`src/rtl/gpio_regbank_pkg.sv`:
```
package gpio_regbank_pkg;

  localparam int unsigned OFS_LEVEL = 'h00;
  localparam int unsigned OFS_DIR   = 'h04;
  localparam int unsigned OFS_SET   = 'h08;
  localparam int unsigned OFS_CLR   = 'h0C;
  localparam int unsigned OFS_RISE  = 'h10;
  localparam int unsigned OFS_FALL  = 'h14;
  localparam int unsigned OFS_EDGE  = 'h18;
  localparam int unsigned OFS_AUX   = 'h20;

  typedef enum logic [2:0] {
    SEL_NONE,
    SEL_LEVEL,
    SEL_DIR,
    SEL_SET,
    SEL_CLR,
    SEL_EDGE,
    SEL_AUX
  } gpio_sel_e;

endpackage

```
`src/rtl/gpio_rst_sync.sv`:
```
module gpio_rst_sync #(
  parameter int unsigned STAGES = 2
) (
  input  logic clk,
  input  logic rst_n,
  output logic rst_n_sync
);

  logic [STAGES-1:0] sync_q;
  logic [STAGES-1:0] sync_d;

  always_comb begin
    sync_d = {sync_q[STAGES-2:0], 1'b1};
  end

  always_ff @(posedge clk or negedge rst_n) begin
    if (!rst_n) begin
      sync_q <= '0;
    end else begin
      sync_q <= sync_d;
    end
  end

  assign rst_n_sync = sync_q[STAGES-1];

endmodule

```
`src/rtl/gpio_addr_decode.sv`:
```
module gpio_addr_decode
  import gpio_regbank_pkg::*;
#(
  parameter int unsigned ADDR_W = 8
) (
  input  logic [ADDR_W-1:0] addr,
  output gpio_sel_e         sel
);

  always_comb begin
    unique case (addr)
      ADDR_W'(OFS_LEVEL): sel = SEL_LEVEL;
      ADDR_W'(OFS_DIR):   sel = SEL_DIR;
      ADDR_W'(OFS_SET):   sel = SEL_SET;
      ADDR_W'(OFS_CLR):   sel = SEL_CLR;
      ADDR_W'(OFS_RISE),
      ADDR_W'(OFS_FALL),
      ADDR_W'(OFS_EDGE):  sel = SEL_EDGE;
      ADDR_W'(OFS_AUX):   sel = SEL_AUX;
      default:            sel = SEL_NONE;
    endcase
  end

endmodule

```
`src/rtl/gpio_level_ctl.sv`:
```
module gpio_level_ctl #(
  parameter int unsigned DW = 32
) (
  input  logic [DW-1:0] level_q,
  input  logic [DW-1:0] dir_q,
  input  logic [DW-1:0] wdata,
  input  logic          do_set,
  input  logic          do_clr,
  output logic [DW-1:0] level_d,
  output logic          level_en,
  output logic          reject
);

  logic touches_out;

  assign touches_out = |(dir_q & wdata);

  always_comb begin
    level_d  = level_q;
    level_en = 1'b0;
    reject   = 1'b0;
    if (do_set || do_clr) begin
      if (touches_out) begin
        level_en = 1'b1;
        level_d  = do_set ? (level_q | wdata) : (level_q & ~wdata);
      end else begin
        reject = 1'b1;
      end
    end
  end

endmodule

```
`src/rtl/gpio_regbank.sv`:
```
module gpio_regbank
  import gpio_regbank_pkg::*;
#(
  parameter int unsigned DW     = 32,
  parameter int unsigned ADDR_W = 8,
  parameter int unsigned IRQ_N  = 9
) (
  input  logic              clk,
  input  logic              rst_n,
  input  logic              bus_rd,
  input  logic              bus_wr,
  input  logic [ADDR_W-1:0] bus_addr,
  input  logic [DW-1:0]     bus_wdata,
  output logic [DW-1:0]     bus_rdata,
  output logic [DW-1:0]     pin_out,
  output logic [DW-1:0]     pin_oe,
  output logic              wr_err,
  output logic [IRQ_N-1:0]  irq
);

  logic          rst_n_sync;
  gpio_sel_e     sel;
  logic [DW-1:0] level_q, level_d;
  logic          level_en;
  logic [DW-1:0] dir_q, dir_d;
  logic          dir_en;
  logic [DW-1:0] aux_q, aux_d;
  logic          aux_en;
  logic [DW-1:0] rdata_q, rdata_d;
  logic          rdata_en;
  logic          err_q, err_d;
  logic          do_set, do_clr;

  gpio_rst_sync #(.STAGES(2)) u_rst_sync (
    .clk        (clk),
    .rst_n      (rst_n),
    .rst_n_sync (rst_n_sync)
  );

  gpio_addr_decode #(.ADDR_W(ADDR_W)) u_decode (
    .addr (bus_addr),
    .sel  (sel)
  );

  assign do_set = bus_wr && (sel == SEL_SET);
  assign do_clr = bus_wr && (sel == SEL_CLR);

  gpio_level_ctl #(.DW(DW)) u_level_ctl (
    .level_q  (level_q),
    .dir_q    (dir_q),
    .wdata    (bus_wdata),
    .do_set   (do_set),
    .do_clr   (do_clr),
    .level_d  (level_d),
    .level_en (level_en),
    .reject   (err_d)
  );

  // next-state logic for the plain registers
  always_comb begin
    dir_en   = bus_wr && (sel == SEL_DIR);
    dir_d    = bus_wdata;
    aux_en   = bus_wr && (sel == SEL_AUX);
    aux_d    = bus_wdata;
    rdata_en = bus_rd;
    unique case (sel)
      SEL_LEVEL: rdata_d = level_q;
      SEL_DIR:   rdata_d = dir_q;
      SEL_AUX:   rdata_d = aux_q;
      default:   rdata_d = '0;
    endcase
  end

  always_ff @(posedge clk or negedge rst_n_sync) begin
    if (!rst_n_sync) begin
      level_q <= '0;
      dir_q   <= '0;
      rdata_q <= '0;
      err_q   <= 1'b0;
    end else begin
      if (level_en) level_q <= level_d;
      if (dir_en)   dir_q   <= dir_d;
      if (rdata_en) rdata_q <= rdata_d;
      err_q <= err_d;
    end
  end

  // auxiliary register deliberately outside the reset domain
  always_ff @(posedge clk) begin
    if (aux_en) aux_q <= aux_d;
  end

  generate
    for (genvar i = 0; i < IRQ_N; i++) begin : g_irq
      assign irq[i] = 1'b0;
    end
  endgenerate

  assign bus_rdata = rdata_q;
  assign pin_out   = level_q;
  assign pin_oe    = dir_q;
  assign wr_err    = err_q;

endmodule

```
`config.mk`:
```
export PLATFORM = sky130hd
export DESIGN_NAME = gpio_regbank
export DESIGN_NICKNAME = d
export VERILOG_FILES = /design/src/rtl/gpio_regbank_pkg.sv /design/src/rtl/gpio_rst_sync.sv /design/src/rtl/gpio_addr_decode.sv /design/src/rtl/gpio_level_ctl.sv /design/src/rtl/gpio_regbank.sv
export SDC_FILE = /design/constraint.sdc
export NUM_CORES = 1
export LEC_CHECK = 0
export CELL_PAD_IN_SITES_DETAIL_PLACEMENT = 0
export CELL_PAD_IN_SITES_GLOBAL_PLACEMENT = 1
export CORE_MARGIN = 2
export CORE_UTILIZATION = 29
export DETAILED_ROUTE_END_ITERATION = 16
export PLACE_DENSITY = 0.66
export SLEW_MARGIN = 15
export SYNTH_ARGS = -nofsm -noshare
export SYNTH_HDL_FRONTEND = slang
export SYNTH_SLANG_ARGS = --single-unit
```
`constraint.sdc`:
```
create_clock -name clk -period 3.85 [get_ports clk]
set_input_delay 0.77 -clock clk [delete_from_list [all_inputs] [get_ports clk]]
set_output_delay 0.77 -clock clk [all_outputs]
set_load 0.05 [all_outputs]
```
# Word-level counts from Yosys, hierarchy flattened
# Cells that the tools add are included.
# Widths: inputs -> output; s select.
totals:
  elab_cells: 38
  regBits: 131
  out_inout_bits: 106
  in_bits: 44
classes:
  n_reduce_logical: 9
  mux: 7
  n_eq_ne: 12
  bitwise: 4
ops:
  columns: ["operator", "count"]
  rows:
  - ["$pmux 32 s3", 1]
  - ["$and 32x32->32", 2]
  - ["$mux 32", 1]
  - ["$not 32->32", 1]
  - ["$or 32x32->32", 1]
  - ["$reduce_or 32->1", 1]
  - ["$eq 8x5->1 const B", 3]
  - ["$pmux 3 s6", 1]
  - ["$eq 8x4->1 const B", 2]
  - ["$eq 8x3->1 const B", 1]
  - ["$eq 8x6->1 const B", 1]
  - ["$logic_not 8->1", 1]
  - ["$eq 3x2->1 const B", 2]
  - ["$eq 3x3->1 const B", 2]
  - ["$logic_and 1x1->1", 4]
  - ["$mux 1", 4]
  - ["$eq 3x1->1 const B", 1]
  - ["$reduce_and 3->1", 1]
  - ["$reduce_or 3->1", 1]
  - ["$logic_or 1x1->1", 1]

# Logic depth before layout (Yosys ltp)
# Gate-level depths: netlist (run 1).
logic_depth:
  ltp_word: 8
  ltp_mapped: 7
  mapped_depth_nobuf: 5

# By module
# A second synthesis (run 1) with hierarchy kept.
hier_totals:
  cells_unflattened: 561
  area_unflattened_um2: 7200.7
modules_own_cells:
  columns: ["mod", "cells_each", "area_each_um2", "instances"]
  rows:
  - ["gpio_regbank", 412, 5878.1, 1]
  - ["gpio_level_ctl", 133, 1182.4, 1]
  - ["gpio_addr_decode", 13, 86.3, 1]
  - ["gpio_rst_sync", 3, 53.8, 1]

# Least setup slack after synthesis (run 1)
# No wires, ideal clock.
synth_timing:
  path_kind: "input port to flip-flop"
  start: "input port bus_addr[5]"
  end: "register aux_q[0] (enable)"
  stages: 3
  slack_ps: 924
  path_buffers: 2
  required_time_ps: 3458
  arrival_time_ps: 2533
  cell_sequence: "clkbuf_1 > buf_1 > and4b_1"
synth_between:
  elab_chain_len: 5
  elab_cells_between_ends: 12
  cone_classes: "8 x eq/ne; 1 x mux; 3 x reduce/logical"
synth_lines:
  columns: ["item", "line_no", "source"]
  rows:
  - ["start, declared", "gpio_regbank.sv:12", "input logic [ADDR_W-1:0] bus_addr,"]
  - ["$eq 8x5->1", "gpio_addr_decode.sv:11", "unique case (addr)"]
  - ["$reduce_or 3->1", "gpio_addr_decode.sv:11", null]
  - ["$pmux 3 s6 *", "gpio_addr_decode.sv:11", null]
  - ["$eq 3x3->1 *", "gpio_regbank.sv:63", "aux_en = bus_wr && (sel == SEL_AUX);"]
  - ["$logic_and 1x1->1 *", "gpio_regbank.sv:63", null]
  - ["named net aux_en", "gpio_regbank.sv:28", "logic aux_en;"]
  - ["end signal, assigned", "gpio_regbank.sv:90", "if (aux_en) aux_q <= aux_d;"]
  - ["end, declared", "gpio_regbank.sv:27", "logic [DW-1:0] aux_q, aux_d;"]
# Mark *: on every way through the listed nets, which the timed path passes. The rest lies on a longest branch.
# A chain may end at the register's enable or synchronous reset.

# Worst setup path after layout (run 1)
layout_timing:
  start: "input port bus_addr[1]"
  end: "register rdata_q[11], in the netlist bus_rdata[11]"
layout_between:
  elab_chain_len: 5
  elab_cells_between_ends: 14
  cone_classes: "10 x eq/ne; 2 x mux; 2 x reduce/logical"
layout_lines:
  columns: ["item", "line_no", "source"]
  rows:
  - ["$eq 8x5->1", "gpio_addr_decode.sv:11", null]
  - ["$reduce_or 3->1", "gpio_addr_decode.sv:11", null]
  - ["$pmux 3 s6 *", "gpio_addr_decode.sv:11", null]
  - ["$eq 3x3->1 (tied with other cells)", "gpio_regbank.sv:66", "unique case (sel)"]
  - ["$pmux 32 s3 *", "gpio_regbank.sv:66", null]
  - ["end signal, assigned", "gpio_regbank.sv:83", "if (rdata_en) rdata_q <= rdata_d;"]
  - ["end, declared", "gpio_regbank.sv:29", "logic [DW-1:0] rdata_q, rdata_d;"]
# Mark *: on every way between the ends. The rest lies on a longest branch, timed or not.

==> results.yml, run 1 <==
global_route:
  grt_pass1_wl_um: 26800
  antenna_found_initial: 0
  grt_pass1_vias: 4331
  grt-busiest-layer: "met2"
  overflow: 0
  gr-usage-met3_pct: 3.92
  use_met1_pct: 22.6
  grt_max_degree: 73
  grtUsageMet2_pct: 26.7
  globalRouteTotalUtil_pct: 16.7
yosys:
  synth_compound_area_share_pct: 12.5
  yosysTopAreaCell: "dfrtp_1"
  synth_top_family_by_area: "multiplexers"
  ys.warnings.count: 0
  synth_area_leaders: "dfrtp_1 43%, edfxtp_1 16%, mux2i_1 11%, mux2_2 6.0%, nor2b_1 3.5%"
  synthDistinctLibCells: 30
  synth-seq-cells: 131
  synth.avg_cell_area_um2: 12.8
  synth_common_cells: "99 x dfrtp_1, 64 x mux2i_1, 33 x nor2b_1"
  synthAdderAreaFrac_pct: 0
  synthMuxAreaShare_pct: 17.2
  yosysSeqAreaShare_pct: 59.0
  async_flop_share_pct: 75.6
  synth-edff-count: 32
  synth.most_common_cell: "dfrtp_1"
  synth-xor-area-share_pct: 0
  synthFlopType: "dfrtp_1"
  synthSimpleGateAreaFrac_pct: 5.41
  synth.cell_area_um2: 5830
  syn-instance-count: 457
  yosysTopAreaCellShare_pct: 42.5
clocking:
  clk_latency_ns: 0.42
  numCtsBuffers: 17
  clk_path_buf_depth: 2
  htree_num_levels: 4
  postCtsSetupBuffers: 0
  cts-root-buf: "clkbuf_16"
  cts_resized: 0
  clk_pin_slew_worst_paths_ns: 0.06
  cts_tree: "yes"
  cts_sinks: 131
  hold_buffers: 0
sta:
  grt_setup_unrepaired: "false"
  finalCritPeriodShare_pct: 68.8
  period_needed_ns: 2.65
  fmax_mhz: 377
  drv_slew: 0
  hold_slack_ns: 0.355
  slew-limit-headroom_pct: 32.9
  finalSetupViolations: 0
  tightest_slew_ns: 1.01
  finClkSkew_ns: 0.0102
  finalSetupTns_ns: 0
  setup_ws_ns: 1.20
  timing_hold_violations_final: 0
power:
  seq_power_share_pct: 42.3
  ir_drop_mv: 0.330
  finalPower_uw: 3550
  swShare_pct: 27.2
  net-switching-power_uw: 966
  combPwrFrac_pct: 12.4
  power_density_nw_per_um2: 440
  clockPowerShare_pct: 45.3
  power.leakage_uw: 0.00367
  p_int_uw: 2580
critical_path:
  cp.arrival_ns: 2.98
  crit_fanout: 32
  r2r_slack_ns: 1.64
  worst_path_largest_cell_delay_ns: 0.77
  required_ns: 4.18
  worstPathCellList: "clkdlybuf4s50_1 > or4_4 > nor3_4 > and3_2 > a21oi_1 > o21ai_0"
  critPathCaptureType: "flip-flop"
  startpoint_type: "input pin"
  worst_path_max_delay_cell: "and3_2"
  critical_path_class: "input pin to flip-flop"
detailed_routing:
  ant_nets: 0
  vias: 4153
  wirelength_um: 17400
  drc: 0
  drt-pass1-iter-count: 4
  drt_iter0_drc: 189
  drt-wirelength-per-cell_um: 19.9
  viasPerCell: 4.75
floorplanning:
  design.portCount: 150
  rows: 51
  die-area_um2: 21200
  core-area_um2: 19600
  die_h_um: 146
  start_util_pct: 29.7
  die_w_um: 146
placed_design:
  dpl.hpwl_um: 11300
  dp_cells: 843
  io_buffers: 140
  gp_congestion: 0.775
  post-place-ws_ns: 0.794
finish:
  multi_input_area_um2: 2080
  syn2layout_area_growth_pct: 38.2
  final_cells: 875
  regArea_um2: 3440
  diodes: 0
  fillers: 1853
  drive_gt1_share_pct: 14.6
  fin_nets: 641
hold_path:
  hold_class: "flip-flop to flip-flop"
run:
  maxCapViolations: 0
outcome:
  status: "completed"
-- cells by family (layout without fill, tap and decap cells) --
kind of cell / count (synthesis) / count (layout)
DFF: 131 / 131
AOI/OAI and AO/OA: 112 / 112
muxes: 96 / 96
buffers and inverters: 71 / 216
and+or+nand+nor: 45 / 45
other: 2 / 10
-- cells in the final DEF (no fill, tap or decap), types with 2 or more instances in the layout --
cell,instances
dfrtp_1,98
nor2b_1,33
edfxtp_1,32
clkdlybuf4s50_1,137
clkbuf_8,2
clkinvlp_4,5
o211ai_2,5
conb_1,10
mux2i_1,64
a221oi_1,8
mux2_2,31
clkbuf_16,17
buf_4,11
nand4_1,2
a22o_1,8
inv_1,32
clkinv_2,3
inv_6,2
o211ai_1,27
o21ai_0,32
bufinv_16,2
buf_2,3
a21oi_1,32
-- power groups by stage --
stage / logic, µW / clock network, µW / registers (µW)
after detailed placement: 443 / 0 / 1530
after floorplan: 158 / 0 / 1610
after global placement: 440 / 0 / 1530
final: 440 / 1610 / 1500
after global routing: 463 / 1700 / 1510
after CTS: 445 / 1640 / 1500
-- through the flow --
stage                     area, µm²  util [%]
after CTS                      8050      41.1
after global routing           8050      41.1
after detailed placement       7460      38.1
after global placement         7460      38.1
after floorplan                5860         -
final                          8050      41.1
-- final timing paths --
path | startpoint | to | cells past startpoint
worst min-delay path | u_rst_sync.sync_q[0] | u_rst_sync.sync_q[1] | 0
worst max register to register | pin_oe[11] | flip-flop | 6
worst min register to register | u_rst_sync.sync_q[0] | u_rst_sync.sync_q[1] | 0
max in group asynchronous | u_rst_sync.sync_q[1] | asynchronous set/reset pin | 1
min in group asynchronous | u_rst_sync.sync_q[1] | pin_oe[14] | 0
worst max-delay path | bus_addr[1] | bus_rdata[11] | 6
-- routing by layer --
| metal | vias to the layer above | share of wire [%] | wire, µm |
|---|---|---|---|
| met2 | 127 | 48 | 8400 |
| met5 | - | 0 | 0 |
| met3 | 13 | 5.0 | 872 |
| met4 | 0 | 0.84 | 147 |
| li1 | 1914 | - | - |
| met1 | 2099 | 46 | 7980 |
-- layout make-up --
type | instances | share of cell area [%]
Clock inverter | 12 | 1.62
Inverter | 32 | 1.49
Tap cell | 265 | 4.12
Sequential cell | 131 | 42.8
Clock buffer | 20 | 5.67
Timing Repair Buffer | 152 | 18.5
Multi-Input combinational cell | 263 | 25.9
-- critical path, delay by kind of cell --
kind            cells  cell delay (ns)
compound gates      2             0.27
buf+inv             1             0.40
simple gates        3             1.52
(Power assumes the default switching activity.)
==> inputs of run 2 (changes only) <==
==> constraint.sdc (replaced) <==
create_clock -name clk -period 2.65 [get_ports clk]
set_input_delay 0.53 -clock clk [delete_from_list [all_inputs] [get_ports clk]]
set_output_delay 0.53 -clock clk [all_outputs]
set_load 0.05 [all_outputs]
==> results.yml, run 2 (synthesis gave the netlist of run 1 again) <==
power:
  p_int_uw: 3870
  swShare_pct: 26.4
  combPwrFrac_pct: 12.6
  net-switching-power_uw: 1390
  seq_power_share_pct: 41.2
  ir_drop_mv: 0.468
  clockPowerShare_pct: 46.2
  power_density_nw_per_um2: 634
  power.leakage_uw: 0.00382
detailed_routing:
  drt_iter0_drc: 252
  wirelength_um: 17400
  ant_nets: 0
  vias: 4289
  drt-wirelength-per-cell_um: 19.5
  viasPerCell: 4.79
  drt-pass1-iter-count: 6
  drc: 0
critical_path:
  critPathCaptureType: "flip-flop"
  worst_path_max_delay_cell: "clkdlybuf4s50_1"
  worst_path_largest_cell_delay_ns: 0.52
  critical_path_class: "input pin to flip-flop"
  cp.arrival_ns: 2.62
  worstPathCellList: "clkdlybuf4s50_1 > a22o_1 > a221oi_1 > nand4_1 > buf_4 > o211ai_1 > mux2i_1"
  crit_fanout: 24
  required_ns: 2.99
  startpoint_type: "input pin"
sta:
  grt_setup_unrepaired: "false"
  tightest_slew_ns: 0.612
  finalCritPeriodShare_pct: 85.8
  timing_hold_violations_final: 0
  slew-limit-headroom_pct: 59.2
  fmax_mhz: 440
  period_needed_ns: 2.27
  hold_slack_ns: 0.266
  finClkSkew_ns: 0.0155
  drv_slew: 0
  finalSetupViolations: 0
floorplanning:
  die-area_um2: 21200
  start_util_pct: 29.7
  die_w_um: 146
  core-area_um2: 19600
  design.portCount: 150
  die_h_um: 146
  rows: 51
finish:
  fin_nets: 661
  fillers: 1894
  regArea_um2: 3440
  multi_input_area_um2: 2080
  syn2layout_area_growth_pct: 42.4
  diodes: 0
  drive_gt1_share_pct: 17.1
  mostFrequentLayoutCells: "137 x clkdlybuf4s50_1, 98 x dfrtp_1, 64 x mux2i_1, 33 x nor2b_1"
  layout_commonest_cell: "clkdlybuf4s50_1"
  fin_util_pct: 42.4
run:
  maxCapViolations: 0
global_route:
  overflow: 0
  grt_pass1_wl_um: 27100
  grt_pass1_vias: 4431
  antenna_found_initial: 0
  grt_max_degree: 56
  globalRouteTotalUtil_pct: 16.8
clocking:
  clk_pin_slew_worst_paths_ns: 0.06
  cts_sinks: 131
  clk_latency_ns: 0.43
  cts_resized: 0
  clk_path_buf_depth: 2
  htree_num_levels: 4
  numCtsBuffers: 17
  hold_buffers: 0
  postCtsSetupBuffers: 0
  cts-root-buf: "clkbuf_16"
  cts_tree: "yes"
hold_path:
  hold_class: "input pin to asynchronous set/reset pin"
placed_design:
  gp_congestion: 0.802
  io_buffers: 140
  dpl.hpwl_um: 12100
outcome:
  status: "completed"
run 2: cell count changes in the layout (fill, tap and decap cells not counted), sizes merged:
| cell | before | now |
|---|---|---|
| clkinv | 3 | 7 |
| bufinv | 2 | 3 |
| clkinvlp | 5 | 0 |
| buf | 15 | 35 |
run 2: path summary, 6_finish.rpt:
path / start / endpoint / slack, ns / cells after the start
worst min-delay path: rst_n / u_rst_sync.sync_q[1] / 0.27 / 1
worst min register to register: u_rst_sync.sync_q[1] / asynchronous set/reset pin / 0.35 / 0
worst max register to register: pin_oe[7] / flip-flop / 0.55 / 6
max in group asynchronous: u_rst_sync.sync_q[1] / asynchronous set/reset pin / 1.57 / 1
worst max-delay path: bus_wdata[7] / flip-flop / 0.38 / 7
min in group clk: u_rst_sync.sync_q[0] / u_rst_sync.sync_q[1] / 0.35 / 0
run 2: area by class of cell:
cell class / instances / share of cell area, %
Sequential cell: 131 / 41.5
Multi-Input combinational cell: 263 / 25.1
Timing Repair Buffer: 172 / 20.7
Clock buffer: 20 / 5.50
Tap cell: 265 / 4.00
Clock inverter: 12 / 1.84
Inverter: 32 / 1.45
run 2: metrics by stage:
step | std cells | setup WS, ns | power, µW | cell area [µm²] | setup TNS (ns)
after global routing | 895 | 0.223 | 5440 | 8300 | 0
after global placement | 863 | -0.0167 | 2870 | 7690 | -0.171
after detailed placement | 863 | -0.0741 | 2880 | 7690 | -0.881
final | 895 | 0.377 | 5260 | 8300 | 0
after floorplan | 465 | 0.257 | 2570 | 5860 | 0
after CTS | 895 | 0.365 | 5320 | 8300 | 0
run 2: power groups by stage:
stage / registers [µW] / clock network [µW] / logic [µW]
6_report: 2170 / 2430 / 663
5_1_grt: 2180 / 2560 / 703
4_1_cts: 2170 / 2470 / 671
3_5_place_dp: 2210 / 0 / 668
3_3_place_gp: 2210 / 0 / 662
2_1_floorplan: 2340 / 0 / 229
run 2: critical path: cells and delay by family:
family / cells / cell delay, ns
compound gates: 3 / 0.91
mux: 1 / 0.21
buf+inv: 2 / 0.79
simple gates: 1 / 0.17
run 2: metal layers:
metal / part of all wire, % / track usage, % / up-vias
met1: 46 / 22.8 / 2166
met4: 1.1 / 4.61 / 0
met3: 5.7 / 4.48 / 18
li1: - / - / 1964
met2: 47 / 26.7 / 141
met5: 0 / 0 / -
